==> src/rtl/uart_emu_pkg.sv <==
package uart_emu_pkg;
  localparam int unsigned ADR_DATA = 0;
  localparam int unsigned ADR_IEN  = 1;
  localparam int unsigned ADR_IID  = 2;
  localparam int unsigned ADR_LCTL = 3;
  localparam int unsigned ADR_LSTS = 5;

  localparam int unsigned IID_NONE = 8'h01;
  localparam int unsigned IID_TXE  = 8'h02;
  localparam int unsigned IID_RXD  = 8'h04;

  localparam int unsigned LS_DR   = 0;
  localparam int unsigned LS_THRE = 5;
  localparam int unsigned LS_TEMT = 6;
endpackage

==> src/rtl/uart_emu_regs.sv <==
module uart_emu_regs
  import uart_emu_pkg::*;
#(
  parameter int unsigned DATA_W = 8,
  parameter int unsigned ADDR_W = 3
) (
  input  logic              clk_i,
  input  logic              rst_ni,
  input  logic              bus_req_i,
  input  logic              bus_we_i,
  input  logic [ADDR_W-1:0] bus_addr_i,
  input  logic [DATA_W-1:0] bus_wdata_i,
  output logic              bus_ack_o,
  output logic [DATA_W-1:0] bus_rdata_o,
  input  logic [DATA_W-1:0] rbr_i,
  input  logic [DATA_W-1:0] lsr_i,
  input  logic [DATA_W-1:0] iir_i,
  output logic              thr_wr_o,
  output logic              rbr_rd_o,
  output logic [DATA_W-1:0] ier_o,
  output logic [DATA_W-1:0] lcr_o
);
  logic              ack_q;
  logic [DATA_W-1:0] rdata_q, rd_mux;
  logic [DATA_W-1:0] ier_q, lcr_q, dll_q, dlm_q;
  logic              acc, wr, rd, dlab;
  logic              hit_dat, hit_ien, hit_iid, hit_lct, hit_lst;

  assign acc  = bus_req_i & ~ack_q;
  assign wr   = acc & bus_we_i;
  assign rd   = acc & ~bus_we_i;
  assign dlab = lcr_q[DATA_W-1];

  assign hit_dat = (bus_addr_i == ADDR_W'(ADR_DATA));
  assign hit_ien = (bus_addr_i == ADDR_W'(ADR_IEN));
  assign hit_iid = (bus_addr_i == ADDR_W'(ADR_IID));
  assign hit_lct = (bus_addr_i == ADDR_W'(ADR_LCTL));
  assign hit_lst = (bus_addr_i == ADDR_W'(ADR_LSTS));

  assign thr_wr_o = wr & hit_dat & ~dlab;
  assign rbr_rd_o = rd & hit_dat & ~dlab;

  always_comb begin
    rd_mux = '0;
    if (hit_dat)      rd_mux = dlab ? dll_q : rbr_i;
    else if (hit_ien) rd_mux = dlab ? dlm_q : ier_q;
    else if (hit_iid) rd_mux = iir_i;
    else if (hit_lct) rd_mux = lcr_q;
    else if (hit_lst) rd_mux = lsr_i;
  end

  always_ff @(posedge clk_i or negedge rst_ni) begin
    if (!rst_ni) begin
      ack_q   <= 1'b0;
      rdata_q <= '0;
      ier_q   <= '0;
      lcr_q   <= '0;
      dll_q   <= '0;
      dlm_q   <= '0;
    end else begin
      ack_q <= acc;
      if (rd) rdata_q <= rd_mux;
      if (wr) begin
        if (hit_dat && dlab)  dll_q <= bus_wdata_i;
        if (hit_ien && dlab)  dlm_q <= bus_wdata_i;
        if (hit_ien && !dlab) ier_q <= bus_wdata_i;
        if (hit_lct)          lcr_q <= bus_wdata_i;
      end
    end
  end

  assign bus_ack_o   = ack_q;
  assign bus_rdata_o = rdata_q;
  assign ier_o       = ier_q;
  assign lcr_o       = lcr_q;
endmodule

==> src/rtl/uart_emu_tx.sv <==
module uart_emu_tx #(
  parameter int unsigned DATA_W = 8
) (
  input  logic              clk_i,
  input  logic              rst_ni,
  input  logic              thr_wr_i,
  input  logic [DATA_W-1:0] wdata_i,
  input  logic              tx_ready_i,
  output logic [DATA_W-1:0] tx_data_o,
  output logic              tx_valid_o,
  output logic              empty_o
);
  logic [DATA_W-1:0] thr_q;
  logic              full_q;

  always_ff @(posedge clk_i or negedge rst_ni) begin
    if (!rst_ni) begin
      thr_q  <= '0;
      full_q <= 1'b0;
    end else if (full_q) begin
      if (tx_ready_i) full_q <= 1'b0;  // overwrite while full is dropped
    end else if (thr_wr_i) begin
      thr_q  <= wdata_i;
      full_q <= 1'b1;
    end
  end

  assign tx_data_o  = thr_q;
  assign tx_valid_o = full_q;
  assign empty_o    = ~full_q;
endmodule

==> src/rtl/uart_emu_rx.sv <==
module uart_emu_rx #(
  parameter int unsigned DATA_W = 8
) (
  input  logic              clk_i,
  input  logic              rst_ni,
  input  logic              rx_valid_i,
  input  logic [DATA_W-1:0] rx_data_i,
  input  logic              rbr_rd_i,
  output logic              rx_ready_o,
  output logic [DATA_W-1:0] rbr_o,
  output logic              dr_o
);
  logic [DATA_W-1:0] rbr_q;
  logic              dr_q;

  always_ff @(posedge clk_i or negedge rst_ni) begin
    if (!rst_ni) begin
      rbr_q <= '0;
      dr_q  <= 1'b0;
    end else if (dr_q) begin
      if (rbr_rd_i) dr_q <= 1'b0;
    end else if (rx_valid_i) begin
      rbr_q <= rx_data_i;
      dr_q  <= 1'b1;
    end
  end

  assign rx_ready_o = ~dr_q;
  assign rbr_o      = rbr_q;
  assign dr_o       = dr_q;
endmodule

==> src/rtl/uart_emu_irq.sv <==
module uart_emu_irq
  import uart_emu_pkg::*;
#(
  parameter int unsigned DATA_W = 8
) (
  input  logic              rx_en_i,
  input  logic              tx_en_i,
  input  logic              dr_i,
  input  logic              thre_i,
  output logic [DATA_W-1:0] iir_o,
  output logic              irq_o
);
  always_comb begin
    if (rx_en_i && dr_i)        iir_o = DATA_W'(IID_RXD);
    else if (tx_en_i && thre_i) iir_o = DATA_W'(IID_TXE);
    else                        iir_o = DATA_W'(IID_NONE);
  end
  assign irq_o = ~iir_o[0];
endmodule

==> src/rtl/uart_emu.sv <==
module uart_emu
  import uart_emu_pkg::*;
#(
  parameter int unsigned DATA_W = 8,
  parameter int unsigned ADDR_W = 3
) (
  input  logic              clk_i,
  input  logic              rst_ni,
  input  logic              bus_req_i,
  input  logic              bus_we_i,
  input  logic [ADDR_W-1:0] bus_addr_i,
  input  logic [DATA_W-1:0] bus_wdata_i,
  output logic              bus_ack_o,
  output logic [DATA_W-1:0] bus_rdata_o,
  output logic [DATA_W-1:0] tx_data_o,
  output logic              tx_valid_o,
  input  logic              tx_ready_i,
  input  logic [DATA_W-1:0] rx_data_i,
  input  logic              rx_valid_i,
  output logic              rx_ready_o,
  output logic              irq_o
);
  logic              thr_wr, rbr_rd, thr_empty, dr;
  logic [DATA_W-1:0] ier_q, lcr_q, rbr, lsr, iir;

  always_comb begin
    lsr          = '0;
    lsr[LS_DR]   = dr;
    lsr[LS_THRE] = thr_empty;
    lsr[LS_TEMT] = thr_empty;  // no shifter: empty holding reg means idle line
  end

  uart_emu_regs #(.DATA_W(DATA_W), .ADDR_W(ADDR_W)) u_regs (
    .clk_i, .rst_ni, .bus_req_i, .bus_we_i, .bus_addr_i, .bus_wdata_i,
    .bus_ack_o, .bus_rdata_o,
    .rbr_i(rbr), .lsr_i(lsr), .iir_i(iir),
    .thr_wr_o(thr_wr), .rbr_rd_o(rbr_rd), .ier_o(ier_q), .lcr_o(lcr_q)
  );

  uart_emu_tx #(.DATA_W(DATA_W)) u_tx (
    .clk_i, .rst_ni, .thr_wr_i(thr_wr), .wdata_i(bus_wdata_i),
    .tx_ready_i, .tx_data_o, .tx_valid_o, .empty_o(thr_empty)
  );

  uart_emu_rx #(.DATA_W(DATA_W)) u_rx (
    .clk_i, .rst_ni, .rx_valid_i, .rx_data_i, .rbr_rd_i(rbr_rd),
    .rx_ready_o, .rbr_o(rbr), .dr_o(dr)
  );

  uart_emu_irq #(.DATA_W(DATA_W)) u_irq (
    .rx_en_i(ier_q[0]), .tx_en_i(ier_q[1]), .dr_i(dr), .thre_i(thr_empty),
    .iir_o(iir), .irq_o
  );
endmodule

==> config.mk <==
export PLATFORM = sky130hd
export DESIGN_NAME = uart_emu
export DESIGN_NICKNAME = d
export VERILOG_FILES = /design/src/rtl/uart_emu_pkg.sv /design/src/rtl/uart_emu_regs.sv /design/src/rtl/uart_emu_tx.sv /design/src/rtl/uart_emu_rx.sv /design/src/rtl/uart_emu_irq.sv /design/src/rtl/uart_emu.sv
export SDC_FILE = /design/constraint.sdc
export NUM_CORES = 1
export LEC_CHECK = 0
export CELL_PAD_IN_SITES_DETAIL_PLACEMENT = 2
export CELL_PAD_IN_SITES_GLOBAL_PLACEMENT = 2
export CORE_MARGIN = 8
export CORE_UTILIZATION = 30
export DETAILED_ROUTE_END_ITERATION = 8
export DONT_BUFFER_PORTS = 1
export PLACE_DENSITY_LB_ADDON = 0.2
export SLEW_MARGIN = 15
export SYNTH_ARGS = -nofsm -noshare
export SYNTH_HDL_FRONTEND = slang
export SYNTH_SLANG_ARGS = --single-unit
==> constraint.sdc <==
create_clock -name clk_i -period 2.42 [get_ports clk_i]
set_clock_uncertainty 0.15 [all_clocks]
set_input_delay 0.121 -clock clk_i [delete_from_list [all_inputs] [get_ports clk_i]]
set_output_delay 0.121 -clock clk_i [all_outputs]
set_load 0.005 [all_outputs]
==> impl_metrics.csv <==
group,metric,value,unit
run_status,status,"complete, no violations",
clock_network,htreeDepth,3,
routing,routed-via-count,1781,
die,rows,35,
clock_network,cts_resized,0,
clock_network,clockRootBuffer,"clkbuf_8",
synthesis,synth_top_cell_area_share,51.6,%
timing,tightest_slew,533,ps
timing,period_share,94.8,%
clock_network,clock-sinks,59,
placement,dpl.hpwl,5.25,mm
synthesis,ys_ff_latch,59,
synthesis,synth_top_cell_by_area,"dfrtp_1",
synthesis,synth_common_cells,"dfrtp_1, mux2_4, mux2_2",
global_route,antenna_found_initial,0,
pwr,total_leakage_power,1.53,nW
die,dieArea,12900,um^2
timing,setup_viol,0,
synthesis,yosysMostFrequentCell,"dfrtp_1",
final_layout,drive_above_1_share,30.9,%
timing,hold_viol,0,
critical_path,crit_fanout,9,
global_route,gr-total-overflow,0,
critical_path,ff2ff_setup_slack,130,ps
die,pin_count,45,
critical_path,end_kind,"flop",
final_layout,fin_cells,372,
clock_network,cts_tree,"yes",
final_layout,fin_area,3450,um^2
placement,gp_congestion,0.690,
timing,drv_slew,0,
synthesis,netlist_instances,208,
timing,fin_setup_tns,0,ps
synthesis,synthArstFlopShare,100,%
synthesis,avgSynthCellArea,13.8,um^2
synthesis,syn-cell-area,2860,um^2
timing,slew_headroom,64.4,%
routing,drcViolationCount,0,
final_layout,final_nets,264,
clock_network,clkTransAtPathRegs,70,ps
run,drv_cap,0,
die,start_util,31.0,%
placement,placedCellCount,329,
critical_path,cp.arrival,2370,ps
synthesis,synth_seq_area_share,51.6,%
final_layout,nFillCells,932,
routing,drt_pre_antenna_iters,3,
synthesis,synthDistinctLibCells,42,
critical_path,cp.required,2490,ps
synthesis,synth_edf_count,0,
timing,finalCriticalPeriod,2290,ps
pwr,peakVddDrop,0.220,mV
pwr,powerDensity,802,nW/um^2
routing,wl_per_cell,21.5,um
synthesis,synth_area_leaders,"dfrtp_1, mux2_4, mux2_2, mux2i_1, buf_6",
die,die_h,114,um
final_layout,insertedDiodeCount,0,
clock_network,clk_latency,340,ps
clock_network,cts_inserted_buffers,9,
clock_network,clockBufferDepth,2,
clock_network,post_cts_buffers,0,
global_route,grtUsageTotal,13.2,%
timing,clock.fmax,0.436,GHz
global_route,grt_pass1_wl,12.7,mm
timing,rsz0062_at_grt,"no",
routing,drtIter0Drc,50,
synthesis,syn_nets,233,
global_route,grt_pass1_vias,2081,
routing,via_per_inst,4.79,
critical_path,path_class,"reg2reg",
routing,routed_wl,7.99,mm
synthesis,yosys_warnings,0,
critical_path,worstSetupStartpointType,"flop",
die,coreArea,9240,um^2
die,die_w,114,um
worst_hold_path,worstHoldPathType,"in2reg",
routing,drtAntennaViolNets,0,
global_route,grt_max_degree,60,
synthesis,synth-main-ff-cell,"dfrtp_1",
final_layout,area_delta_synth_final,20.4,%
placement,placed_area,2960,um^2
placement,numPortBuffers,0,
routing by layer:
| layer | share of wire [%] | GRT usage (%) |
|---|---|---|
| met5 | 0 | 0 |
| met4 | 2.0 | 6.39 |
| met3 | 4.6 | 3.49 |
| met2 | 46 | 20.1 |
| met1 | 47 | 17.0 |
worst max-delay path, cell delays in order (launching register included):
cell and delay, ps:
dfrtp_1 500, buf_4 250, mux4_2 510, nor2_1 120, o41ai_1 80, dlygate4sd3_1 570
metrics by stage:
step                utilization, %  hold WS [ps]  power [mW]  worst slack, ps
finish                        37.3          36.9        2.77              127
global route                  37.3          29.0        2.91             55.4
CTS                           37.3          2.77        2.80              148
detailed placement            32.0          -322        1.78              450
global placement              32.0          -323        1.76              503
floorplan                        -          -325        1.67              733
timing repair:
| action | 4_1_cts | 5_1_grt |
|---|---|---|
| hold endpoints to repair | 118 | 0 |
| endpoints found under the setup margin | 0 | 0 |
| hold buffers | 28 | 0 |
state kept, by name, indices dropped and copies added (netlist names):
register            flops
u_regs.bus_ack_o        1
u_regs.bus_rdata_o      8
u_regs.dll_q            8
u_regs.dlm_q            8
u_regs.ier_o            8
u_regs.lcr_o            8
u_rx.dr_o               1
u_rx.rbr_o              8
u_tx.tx_data_o          8
u_tx.tx_valid_o         1
report_power, final:
| part | leakage [nW] | switching [mW] | internal, mW |
|---|---|---|---|
| Combinational | 0.674 | 0.217 | 0.302 |
| Clock | 0.0995 | 0.400 | 0.526 |
| Sequential | 0.754 | 0.138 | 1.18 |
| Total | 1.53 | 0.755 | 2.01 |
kinds of logic after synthesis:
logic type,Yosys count,synth area share (%)
compound gates,34,7.95
simple gates,40,10.4
mux,58,26.0
flops,59,51.6
buf+inv,17,4.11
final cells by class:
cell class | count | area [um^2] | area share [%]
clock inverter | 2 | 35.0 | 1.02
multi-input combinational | 132 | 1270 | 36.8
inverter | 5 | 18.8 | 0.544
timing repair buffer | 32 | 328 | 9.51
clock buffer | 13 | 159 | 4.61
sequential | 59 | 1480 | 42.8
tap | 129 | 161 | 4.68
path summary, 6_finish.rpt:
path | start | to | depth (start not counted)
max in group asynchronous | rst_ni | u_regs.lcr_o[3] | 2
min in group asynchronous | rst_ni | u_tx.tx_data_o[1] | 2
min | bus_addr_i[1] | u_regs.bus_rdata_o[3] | 3
max | u_regs.lcr_o[7] | u_regs.bus_rdata_o[1] | 5
min reg2reg | u_regs.ier_o[6] | u_regs.ier_o[6] | 1
max reg2reg | u_regs.lcr_o[7] | u_regs.bus_rdata_o[1] | 5
cell usage in the layout, fill, tap and decap left out, types with 3 or more instances in the layout:
cell type and instances:
a211oi_1 3, mux2_4 24, mux2_1 3, and3_1 3, nor2b_1 3, clkbuf_8 11, dlygate4sd3_1 27, dfrtp_1 59
nor2_1 4, mux2i_1 7, nand2b_1 6, inv_1 5, a21oi_1 7, buf_4 4, mux2_2 23, o21ai_0 9
nand2_1 10
(Power assumes the default switching activity.)
